==> src/rtl/shift_add_mult_pkg.sv <==
package shift_add_mult_pkg;
  // Width of an iteration counter able to count 0 .. steps-1
  function automatic int step_cnt_bits(input int steps);
    return (steps > 1) ? $clog2(steps) : 1;
  endfunction
endpackage

==> src/rtl/shift_add_mult_ctrl.sv <==
module shift_add_mult_ctrl
  import shift_add_mult_pkg::*;
#(
  parameter int WIDTH = 8
) (
  input  logic clk,
  input  logic rst,
  input  logic start,
  output logic load,
  output logic step,
  output logic last,
  output logic busy,
  output logic done
);
  localparam int CW = step_cnt_bits(WIDTH);
  localparam logic [CW-1:0] LAST_IDX = CW'(WIDTH - 1);

  logic [CW-1:0] cnt_q;
  logic          busy_q, done_q;

  assign load = start && !busy_q;
  assign step = busy_q;
  assign last = busy_q && (cnt_q == LAST_IDX);
  assign busy = busy_q;
  assign done = done_q;

  always_ff @(posedge clk) begin
    if (rst) begin
      cnt_q  <= '0;
      busy_q <= 1'b0;
      done_q <= 1'b0;
    end else begin
      done_q <= last;
      if (load) begin
        busy_q <= 1'b1;
        cnt_q  <= '0;
      end else if (last) begin
        busy_q <= 1'b0;
        cnt_q  <= '0;
      end else if (busy_q) begin
        cnt_q  <= cnt_q + 1'b1;
      end
    end
  end

  // an accepted start leads to busy
  a_r2_start_busy: assert property (@(posedge clk) disable iff (rst)
    (start && !busy) |=> busy);
  // the counter never passes the last step
  a_r5_count_bound: assert property (@(posedge clk) disable iff (rst)
    busy |-> (cnt_q <= LAST_IDX));
  // busy falls only together with the done pulse
  a_r5_done_on_fall: assert property (@(posedge clk) disable iff (rst)
    $fell(busy) |-> done);
  // done lasts one cycle
  a_r6_done_pulse: assert property (@(posedge clk) disable iff (rst)
    done |=> !done);
  // a start seen mid-run does not restart the count
  a_r8_start_ignored: assert property (@(posedge clk) disable iff (rst)
    (start && busy && !last) |=> (busy && cnt_q == $past(cnt_q) + 1'b1));
endmodule

==> src/rtl/shift_add_mult_datapath.sv <==
module shift_add_mult_datapath #(
  parameter int WIDTH = 8
) (
  input  logic               clk,
  input  logic               rst,
  input  logic               load,
  input  logic               step,
  input  logic [WIDTH-1:0]   mcand,
  input  logic [WIDTH-1:0]   mplier,
  output logic [2*WIDTH-1:0] next_pair
);
  localparam int PW = 2 * WIDTH;

  logic [WIDTH-1:0] m_q, a_q, q_q;
  logic             c_q;
  logic             add_en, top_in;
  logic [WIDTH:0]   sum;
  logic [WIDTH-1:0] a_nx, q_nx;

  always_comb begin
    add_en    = q_q[0];
    sum       = {1'b0, a_q} + (add_en ? {1'b0, m_q} : '0);
    top_in    = add_en ? sum[WIDTH] : c_q;
    a_nx      = {top_in, sum[WIDTH-1:1]};
    q_nx      = {sum[0], q_q[WIDTH-1:1]};
    next_pair = {a_nx, q_nx};
  end

  always_ff @(posedge clk) begin
    if (rst) begin
      m_q <= '0;
      a_q <= '0;
      q_q <= '0;
      c_q <= 1'b0;
    end else if (load) begin
      m_q <= mcand;
      a_q <= '0;
      q_q <= mplier;
      c_q <= 1'b0;
    end else if (step) begin
      a_q <= a_nx;
      q_q <= q_nx;
      c_q <= 1'b0;
    end
  end

  // carry flop is clear at the start of every step
  a_r4_carry_clear: assert property (@(posedge clk) disable iff (rst)
    step |-> (c_q == 1'b0));
  // the multiplicand is held for the whole run
  a_r3_mcand_hold: assert property (@(posedge clk) disable iff (rst)
    (step && !load) |=> (m_q == $past(m_q)) || $past(load));
  // a zero multiplier bit leaves the accumulator only shifted
  a_r3_shift_only: assert property (@(posedge clk) disable iff (rst)
    (step && !q_q[0] && !load) |=> (a_q == ($past(a_q) >> 1)));

  logic unused_pw;
  assign unused_pw = (PW == 0);
endmodule

==> src/rtl/shift_add_mult.sv <==
module shift_add_mult #(
  parameter int WIDTH = 8
) (
  input  logic               clk,
  input  logic               rst,
  input  logic               start,
  input  logic [WIDTH-1:0]   mcand,
  input  logic [WIDTH-1:0]   mplier,
  output logic               busy,
  output logic               done,
  output logic [2*WIDTH-1:0] product
);
  localparam int PW = 2 * WIDTH;

  logic          load, step, last;
  logic [PW-1:0] next_pair;
  logic [PW-1:0] prod_q;

  shift_add_mult_ctrl #(.WIDTH(WIDTH)) u_ctrl (
    .clk   (clk),
    .rst   (rst),
    .start (start),
    .load  (load),
    .step  (step),
    .last  (last),
    .busy  (busy),
    .done  (done)
  );

  shift_add_mult_datapath #(.WIDTH(WIDTH)) u_dp (
    .clk       (clk),
    .rst       (rst),
    .load      (load),
    .step      (step),
    .mcand     (mcand),
    .mplier    (mplier),
    .next_pair (next_pair)
  );

  always_ff @(posedge clk) begin
    if (rst)       prod_q <= '0;
    else if (last) prod_q <= next_pair;
  end

  assign product = prod_q;

  // product only moves when done rises
  a_r7_product_hold: assert property (@(posedge clk) disable iff (rst)
    !done |-> $stable(product));
  // done never coincides with busy
  a_r5_done_idle: assert property (@(posedge clk) disable iff (rst)
    done |-> !busy);
endmodule

==> config.mk <==
export PLATFORM = sky130hd
export DESIGN_NAME = shift_add_mult
export DESIGN_NICKNAME = d
export VERILOG_FILES = /design/src/rtl/shift_add_mult_pkg.sv /design/src/rtl/shift_add_mult_ctrl.sv /design/src/rtl/shift_add_mult_datapath.sv /design/src/rtl/shift_add_mult.sv
export SDC_FILE = /design/constraint.sdc
export NUM_CORES = 1
export LEC_CHECK = 0
export ABC_AREA = 1
export BUFFER_PORTS_ARGS = -buffer_cell sky130_fd_sc_hd__buf_4
export CORE_MARGIN = 5
export CORE_UTILIZATION = 49
export DETAILED_ROUTE_END_ITERATION = 10
export PLACE_DENSITY = 0.74
export SYNTH_ARGS = -nofsm -noshare
export SYNTH_HDL_FRONTEND = slang
export SYNTH_SLANG_ARGS = --single-unit
==> constraint.sdc <==
create_clock -name clk -period 2.1 [get_ports clk]
set_input_delay 0.315 -clock clk [delete_from_list [all_inputs] [get_ports clk]]
set_output_delay 0.315 -clock clk [all_outputs]
set_load 0.02 [all_outputs]
==> results.ini, run 1 <==
[layout]
syn2layout_area_growth_pct=19.5
layout_commonest_cell=nand2_1
nets=372
seqCellArea_um2=901
final_cell_mix=95 x nand2_1, 45 x dfxtp_1, 41 x inv_1
multi_input_area_mm2=0.00101
n_fill_cell=394
n_antenna_cell=0
final_layout_size_suffix_gt1_share_pct=16.6

[status]
status=completed

[worst_setup_path]
r2r_cells=13
required_ps=2300
rrSetupSlack_ps=320
cp_max_fo=3
cp.arrival_ps=1980
critPathLaunchType=register
crit-reg2reg-capture=u_dp.a_q[5]
r2r-start=u_dp.m_q[0]
critical_path_class=reg2reg
crit_path_end_kind=register

[timing]
relSlewSlack_pct=65.0
skew_ps=5.91
max_freq_mhz=563
drv_slew=0
layout_min_cycle_time_ps=1780
worst_pin_slew_ps=525
timing.final.crit_share_pct=84.6
setup_tns_ps=0
holdWs_ps=235
fin_ws_ps=324
hold_viol_final=0
rsz0062_at_grt=false
setup_viol=0

[clock_tree]
cts_tree=done
insertion_delay_ps=300
numCtsBuffers=5
clockBufferDepth=2
cts.sinks=45
htree_levels=2
hold_buffers=0
cts.clk_slew.worst_paths_ps=80
ctsResizeCount=0
cts_root_buffer=clkbuf_8
post-cts-setup-buffers=0

[yosys]
ys_seq_elements=45
synth_nets=334
seq_area_frac_synth_pct=42.1
synth_area_per_cell_um2=7.04
synth_area_mm2=0.00214
yosysWarnings=0
synth_cell_type_count=27
syn_inst=304

[pwr]
p_leak_nw=1.38
ir_drop_mv=0.294
power_density_mw_per_mm2=680

[worst_hold_path]
min_from=mcand[7]
hold_path_end=u_dp.m_q[7]
min_path_cells=3
hp-class=in2reg

[floorplanning]
die_w_um=76.1
die-area_mm2=0.00579
core_mm2=0.00429
io_pins=37
die_h_um=76.1
initial_utilization_pct=49.8
placementRows=24

[placement]
hpwl_mm=3.33
io_buffers=36
pre_cts_ws_ps=354
gp_routability_congestion=0.863

[routing]
via_per_inst=4.75
vias=1878
dr.pass1.iters=4
wire_per_inst_um=11.1
routed_wl_mm=4.38
drtIter0Drc=41
drc=0
ant_nets=0

[run]
maxCapViolCount=0

[global_route]
antenna_found_initial=0
grt_max_degree=19
grt_usage_pct=15.1
grt_pass1_wl_mm=7.44
grt_overflow_total=0
grt_pass1_vias=1689

final cells by class:
type / count / share of cell area (%)
Timing Repair Buffer: 38 / 11.2
Inverter: 48 / 7.05
Tap cell: 52 / 2.55
Sequential cell: 45 / 35.2
Multi-Input combinational cell: 204 / 39.6
Clock inverter: 2 / 1.52
Clock buffer: 6 / 2.84
synthesized netlist by cell type, drive strengths merged:
cell type / instances / area share (%)
nand2: 96 / 17
xor2: 2 / 0.82
nor3: 1 / 0.23
o221ai: 3 / 1.2
inv: 48 / 8.4
a21oi: 9 / 2.1
clkbuf: 1 / 0.18
o211ai: 1 / 0.35
xnor2: 1 / 0.41
nor2: 36 / 7.4
a22o: 1 / 0.41
o21ai: 22 / 5.1
fa: 1 / 0.94
ha: 10 / 5.8
or2: 4 / 1.2
buf: 6 / 1.9
dfxtp: 45 / 42
nand3b: 2 / 0.70
and2: 1 / 0.41
nand3: 14 / 3.3
layer usage:
metal / global-route usage [%] / vias up / wire length [µm]
li1: - / 1015 / -
met1: 20.7 / 817 / 2200
met2: 23.2 / 41 / 1880
met3: 3.90 / 5 / 233
met4: 4.72 / 0 / 59
met5: 0 / - / 0
through the flow:
step | area [µm²] | total power, mW | utilization (%) | instances
after global placement | 2440 | 1.11 | 56.9 | 387
after CTS | 2560 | 1.75 | 59.5 | 395
after detailed placement | 2440 | 1.11 | 56.9 | 387
after global routing | 2560 | 1.81 | 59.5 | 395
after floorplan | 2140 | 1.05 | - | 304
final | 2560 | 1.74 | 59.5 | 395
sequential cells by signal, summed over array words and instances (netlist names):
| register | count |
|---|---|
| u_ctrl.busy | 1 |
| u_dp.a_q | 8 |
| u_dp.m_q | 8 |
| u_ctrl.done | 1 |
| u_ctrl.cnt_q | 3 |
| product | 16 |
| u_dp.q_q | 8 |
power by group:
group | internal, mW | switching (mW)
sequential | 0.885 | 0.0231
clock | 0.357 | 0.289
combinational | 0.0759 | 0.108
total | 1.32 | 0.420
worst max-delay path by stage:
stage | from | to | slack [ps] | cells after the start
2_1_floorplan | u_dp.q_q[0] | u_dp.a_q[3] | 200 | 14
3_3_place_gp | u_dp.q_q[0] | u_dp.a_q[3] | 410 | 13
3_5_place_dp | u_dp.m_q[0] | u_dp.a_q[3] | 350 | 13
4_1_cts | u_dp.m_q[0] | u_dp.a_q[5] | 320 | 13
5_1_grt | u_dp.m_q[0] | u_dp.a_q[5] | 100 | 13
6_report | u_dp.m_q[0] | u_dp.a_q[5] | 320 | 13
critical path, cell delays in order (launching register included):
cell	delay, ps
dfxtp_1	330
nand2_1	60
inv_1	50
ha_1	170
inv_1	60
fa_1	390
inv_1	70
nand2_1	40
nand2_1	70
nand3b_1	120
nand3_1	120
nand3_1	90
nand2_1	60
inv_1	30
kinds of logic (layout without fill, tap and decap cells):
logic type / after synthesis / in the layout / synth area share, %
xor+xnor: 3 / 3 / 1.23
simple gates: 154 / 154 / 30.1
compound gates: 36 / 36 / 9.24
flops: 45 / 45 / 42.1
buf+inv: 55 / 94 / 10.5
fa+ha+maj: 11 / 11 / 6.78
(Power assumes the default switching activity.)
==> inputs of run 2 (changes only) <==
Settings changed: ABC_AREA 1 to 0.
Clock period 2.1 ns to 1.75 ns, I/O delays scaled along.
==> run 2 against run 1 <==
The flow now finishes with violations (setup timing). Area after synthesis down 2.9%. Die area down 2.5%. Cell count down 16%.
==> results.ini, run 2 <==
[routing]
ant_nets=0  ; unchanged
drtIter0Drc=90  ; +120%
wire_per_inst_um=14.7  ; +33%
via_per_inst=5.32  ; +12%
vias=1762  ; -6.2%
routed_wl_mm=4.87  ; +11%
drc=0  ; unchanged
dr.pass1.iters=4  ; unchanged

[clock_tree]
numCtsBuffers=5  ; unchanged
insertion_delay_ps=300  ; about the same
cts.clk_slew.worst_paths_ps=80  ; about the same
cts_tree=done
cts_root_buffer=clkbuf_8
clockBufferDepth=2  ; unchanged
cts.sinks=45  ; unchanged
htree_levels=2  ; unchanged

[global_route]
grt_usage_pct=18.7  ; +3.6 points
antenna_found_initial=0  ; unchanged
grt_max_degree=43  ; +24
grt_pass1_wl_mm=7.93  ; +6.6%
grt_overflow_total=0  ; unchanged
grt_pass1_vias=1709  ; +1.2%

[timing]
setup_tns_ps=-114  ; -114 ps
setup_viol=3  ; +3
fin_ws_ps=-93.4  ; -417 ps
max_freq_mhz=542  ; -3.6%
drv_slew=0  ; unchanged
timing.final.crit_share_pct=105  ; +21 points
layout_min_cycle_time_ps=1840  ; +67.1 ps
rsz0062_at_grt=true
worst_pin_slew_ps=274  ; -250 ps
skew_ps=3.76  ; -2.15 ps
hold_viol_final=0  ; unchanged
relSlewSlack_pct=81.7  ; +17 points

[placement]
hpwl_mm=3.30  ; -0.85%
placed_cells=316  ; -18%
pre_cts_ws_ps=-178  ; -532 ps
io_buffers=36  ; unchanged
gp_routability_congestion=0.783  ; -9.2%
placed_cell_area_mm2=0.00254  ; +3.8%

[yosys]
synth_top_area_share_pct=43.4  ; +1.3 points
synth_common_cells=45 x dfxtp_1, 26 x a21oi_1, 26 x nand2_1, 26 x nor2_1, 14 x a22o_1
synthFlopType=dfxtp_1
synth_top_cell_by_area=dfxtp_1
synth_edf_count=0  ; unchanged
synth_cell_type_count=37  ; +37%
synth_top_family_by_area=simple AND/OR/NAND/NOR gates
yosysWarnings=0  ; unchanged
seq_area_frac_synth_pct=43.4  ; +1.3 points
async_reset_ff_share_pct=0  ; unchanged
synth_area_leaders=dfxtp_1 43%, a21oi_1 6.3%, ha_1 6.0%
syn_inst=228  ; -25%
synth_compound_area_share_pct=18.8  ; +9.6 points
ys_seq_elements=45  ; unchanged
yosysMostFrequentCell=dfxtp_1
synth_area_mm2=0.00208  ; -2.9%
synthMuxAreaShare_pct=5.30  ; +5.3 points
synth_nets=258  ; -23%
synthAdderAreaFrac_pct=6.99  ; +0.20 points
synth-xor-area-share_pct=2.53  ; +1.3 points
yosys.area_share.simple_pct=18.9  ; -11 points
synth_area_per_cell_um2=9.11  ; +29%

[worst_setup_path]
critPathLaunchType=register
crit_start=u_dp.q_q[0]
r2r-start=u_dp.q_q[0]
crit_path_end_kind=register
critical_path_class=reg2reg
cp_max_fo=8  ; +5
required_ps=2000  ; -300 ps
cp.arrival_ps=2090  ; +110 ps
r2r_cells=8  ; -5

[layout]
largest_reg_flops=16  ; unchanged
layout_commonest_cell=buf_4
final_cell_mix=58 x buf_4, 44 x dfxtp_1, 26 x nor2_1
final_cell_area_mm2=0.00283  ; +11%
syn2layout_area_growth_pct=36.3
finalNonFillerCells=331  ; -16%
n_fill_cell=312  ; -21%
nets=311  ; -16%
final_layout_size_suffix_gt1_share_pct=36.3  ; +20 points
multi_input_area_mm2=0.00128  ; +26%
n_antenna_cell=0  ; unchanged
seqCellArea_um2=902  ; +0.14%

[run]
maxCapViolCount=0  ; unchanged

[worst_hold_path]
hp-class=in2reg
min_path_cells=3  ; unchanged
min_from=mcand[5]

[pwr]
power_density_mw_per_mm2=721  ; +6.0%
total_power_mw=2.04  ; +17%
ir_drop_mv=0.522  ; +77%
p_leak_nw=1.23  ; -11%

[status]
violations=setup timing
status=finished, violations left

[floorplanning]
placementRows=23  ; -4.2%
io_pins=37  ; unchanged
die_w_um=75.1  ; -1.3%
core_mm2=0.00406  ; -5.5%
die-area_mm2=0.00564  ; -2.5%
die_h_um=75.1  ; -1.3%
initial_utilization_pct=51.2  ; +1.4 points

## run 2: cell count changes after synthesis, sizes merged, moves of 4 or more
cell,delta
nand2b,+7
nand2,-70
clkbuf,+4
xnor2,+5
a21oi,+17
o21ai,-18
inv,-45
mux2i,+11
nand3,-12
and2,+6
nor2,-10
or2,-4
a22o,+13
## run 2: layer usage
metal  share of wire, %  track usage, %
met4                1.5            6.92
met3                4.1            4.41
met1                 46            23.4
met2                 49            31.3
met5                  0               0
## run 2: path summary, 6_finish.rpt
path | endpoint | slack (ps)
worst max-delay path | u_dp.a_q[6] | -90
worst min-delay path | u_dp.m_q[5] | 210
worst max register to register | u_dp.a_q[6] | -90
worst min register to register | u_dp.m_q[0] | 460
## run 2: logic make-up (layout without fill, tap and decap cells)
group           after synthesis  count (layout)
compound gates               57              57
xor+xnor                      6               6
fa+ha+maj                    11              11
buf+inv                      17              70
flops                        45              45
mux                          11              11
simple gates                 81              81
## run 2: final cells by class
| class | count | area share, % |
|---|---|---|
| Clock inverter | 2 | 1.24 |
| Clock buffer | 5 | 2.43 |
| Inverter | 3 | 0.398 |
| Sequential cell | 45 | 31.9 |
| Multi-Input combinational cell | 166 | 45.1 |
| Tap cell | 50 | 2.21 |
| Timing Repair Buffer | 60 | 16.8 |
## run 2: worst max-delay path, cell delays in order (launching register included)
cell,delay [ps]
dfxtp_2,340
buf_12,130
and2_4,140
ha_4,280
nand2_1,80
o21ai_2,150
nand2_2,90
or4b_4,500
nand3_2,80
## run 2: stage by stage
step                hold slack (ps)  util [%]
floorplan                       398         -
global placement                438      62.6
detailed placement              450      62.6
CTS                             201      68.5
global route                    213      69.8
finish                          208      69.8
## run 2: timing repair
action	CTS	global route
pin swaps	14	6
hold buffers	0	0
setup buffers	6	2
gates resized for setup	17	7
endpoints found under the setup margin	10	11
## run 2: power breakdown
group / total (mW) / internal (mW) / switching (mW) / leakage, nW
clock network: 0.756 / 0.415 / 0.341 / 0.0540
logic: 0.212 / 0.105 / 0.108 / 0.809
registers: 1.07 / 1.05 / 0.0210 / 0.366
total: 2.04 / 1.57 / 0.470 / 1.23
==> inputs of run 3 (changes only) <==
Settings changed: CORE_UTILIZATION 49 to 45, PLACE_DENSITY 0.74 to 0.7.
==> run 3 against run 2 <==
Clock skew increased by 4.1 ps. Critical path depth stayed put. The flow still finishes with violations (setup timing). Via count increased by 2.2%. Core utilization fell by 3.8 points. Power up 2.2%. Sequential cell count unchanged. Largest power group unchanged. Sequential power about the same. Critical endpoint unchanged. Largest cell class unchanged.
==> results.ini, run 3 (synthesis results as in run 2) <==
[timing]
setup_tns_ps=-323  ; -209 ps
worst_pin_slew_ps=284  ; +9.88 ps
relSlewSlack_pct=81.0  ; -0.73 points
drv_slew=0  ; unchanged
fin_ws_ps=-106  ; -12.6 ps
layout_min_cycle_time_ps=1860  ; +12.6 ps
timing.final.crit_share_pct=106  ; +0.72 points
max_freq_mhz=539  ; -0.68%
skew_ps=7.88  ; +4.12 ps
setup_viol=7  ; +4
hold_viol_final=0  ; unchanged
rsz0062_at_grt=true

[worst_setup_path]
critPathLaunchType=register
critical_path_class=reg2reg
crit_path_end_kind=register
cp.arrival_ps=2110  ; +20 ps
required_ps=2000  ; about the same
cp_max_fo=7  ; -1

[layout]
layout_commonest_cell=buf_4
n_antenna_cell=0  ; unchanged
final_cell_area_mm2=0.00291  ; +2.9%
final_layout_size_suffix_gt1_share_pct=37.6  ; +1.3 points
multi_input_area_mm2=0.00128  ; +0.69%
syn2layout_area_growth_pct=40.3
final_cell_mix=60 x buf_4, 44 x dfxtp_1, 26 x nor2_1
nets=316  ; +1.6%
n_fill_cell=360  ; +15%
largest_reg_flops=16  ; unchanged
seqCellArea_um2=905  ; +0.28%

[worst_hold_path]
hp-class=in2reg

[clock_tree]
hold_buffers=0  ; unchanged
cts.sinks=45  ; unchanged
htree_levels=2  ; unchanged
cts_tree=done
clockBufferDepth=2  ; unchanged
cts_root_buffer=clkbuf_8
cts.clk_slew.worst_paths_ps=90  ; about the same
numCtsBuffers=5  ; unchanged
insertion_delay_ps=300  ; about the same

[routing]
ant_nets=0  ; unchanged
drc=0  ; unchanged
vias=1800  ; +2.2%
dr.pass1.iters=4  ; unchanged
via_per_inst=5.31  ; -0.25%
drtIter0Drc=94  ; +4.4%
routed_wl_mm=4.88  ; +0.23%
wire_per_inst_um=14.4  ; -2.1%

[global_route]
grt_pass1_vias=1752  ; +2.5%
grt_max_degree=43  ; unchanged
grt_pass1_wl_mm=7.80  ; -1.7%
grt_overflow_total=0  ; unchanged
grt_usage_pct=15.8  ; -2.9 points
antenna_found_initial=0  ; unchanged

[placement]
placed_cell_area_mm2=0.00259  ; +1.9%
io_buffers=36  ; unchanged
gp_routability_congestion=0.828  ; +5.7%
hpwl_mm=3.36  ; +1.9%
pre_cts_ws_ps=-195  ; -16.7 ps

[floorplanning]
core_mm2=0.00441  ; +8.8%
die-area_mm2=0.00607  ; +7.7%
die_w_um=77.9  ; +3.8%
die_h_um=77.9  ; +3.8%
placementRows=24  ; +4.3%
io_pins=37  ; unchanged
initial_utilization_pct=47.1  ; -4.1 points

[pwr]
power_density_mw_per_mm2=716  ; -0.71%
ir_drop_mv=0.517  ; -1.1%
p_leak_nw=1.26  ; +2.7%

[status]
violations=setup timing
status=finished, violations left

[run]
maxCapViolCount=0  ; unchanged

## run 3: metal layers
| layer | part of all wire [%] | track usage, % | wire length [µm] |
|---|---|---|---|
| met2 | 47 | 25.6 | 2280 |
| met3 | 4.5 | 3.70 | 219 |
| met5 | 0 | 0 | 0 |
| met4 | 2.0 | 7.43 | 96 |
| met1 | 47 | 19.8 | 2280 |
## run 3: worst max-delay path, stage by stage, from the launching register on
cell      delay (ps)
dfxtp_4          370
buf_12           130
and2_4           140
ha_4             290
o21ai_4           70
o211ai_2         160
nand2_2          100
or4b_1           470
nand3_1           80
## run 3: layout make-up
cell class                      count  share of cell area (%)
Timing Repair Buffer               65                    18.3
Inverter                            3                   0.386
Clock inverter                      3                    1.59
Tap cell                           52                    2.23
Multi-Input combinational cell    166                    44.1
Sequential cell                    45                    31.0
Clock buffer                        5                    2.36
## run 3: timing repair
item	CTS	global route
gates resized for setup	26	2
setup endpoints to repair	10	10
buffers inserted	6	1
pin swaps	22	5
## run 3: where the power goes
group          switching (mW)  internal (mW)  total [mW]
Sequential             0.0210           1.05        1.07
Clock                   0.369          0.427       0.796
Combinational           0.107          0.111       0.218
Total                   0.497           1.59        2.09
## run 3: per-stage QoR
stage,power (mW),instances,util [%],hold WS [ps]
floorplan,1.21,228,-,398
global placement,1.29,324,58.6,441
detailed placement,1.30,324,58.6,445
CTS,2.09,338,65.4,199
global route,2.16,339,66.0,196
finish,2.09,339,66.0,204
## run 3: final timing paths
check	start	end	slack, ps	cells past startpoint
worst max-delay path	u_dp.q_q[0]	u_dp.a_q[6]	-110	8
worst min-delay path	mcand[0]	u_dp.m_q[0]	200	3
worst max register to register	u_dp.q_q[0]	u_dp.a_q[6]	-110	8
worst min register to register	u_dp.m_q[3]	u_dp.m_q[3]	460	2
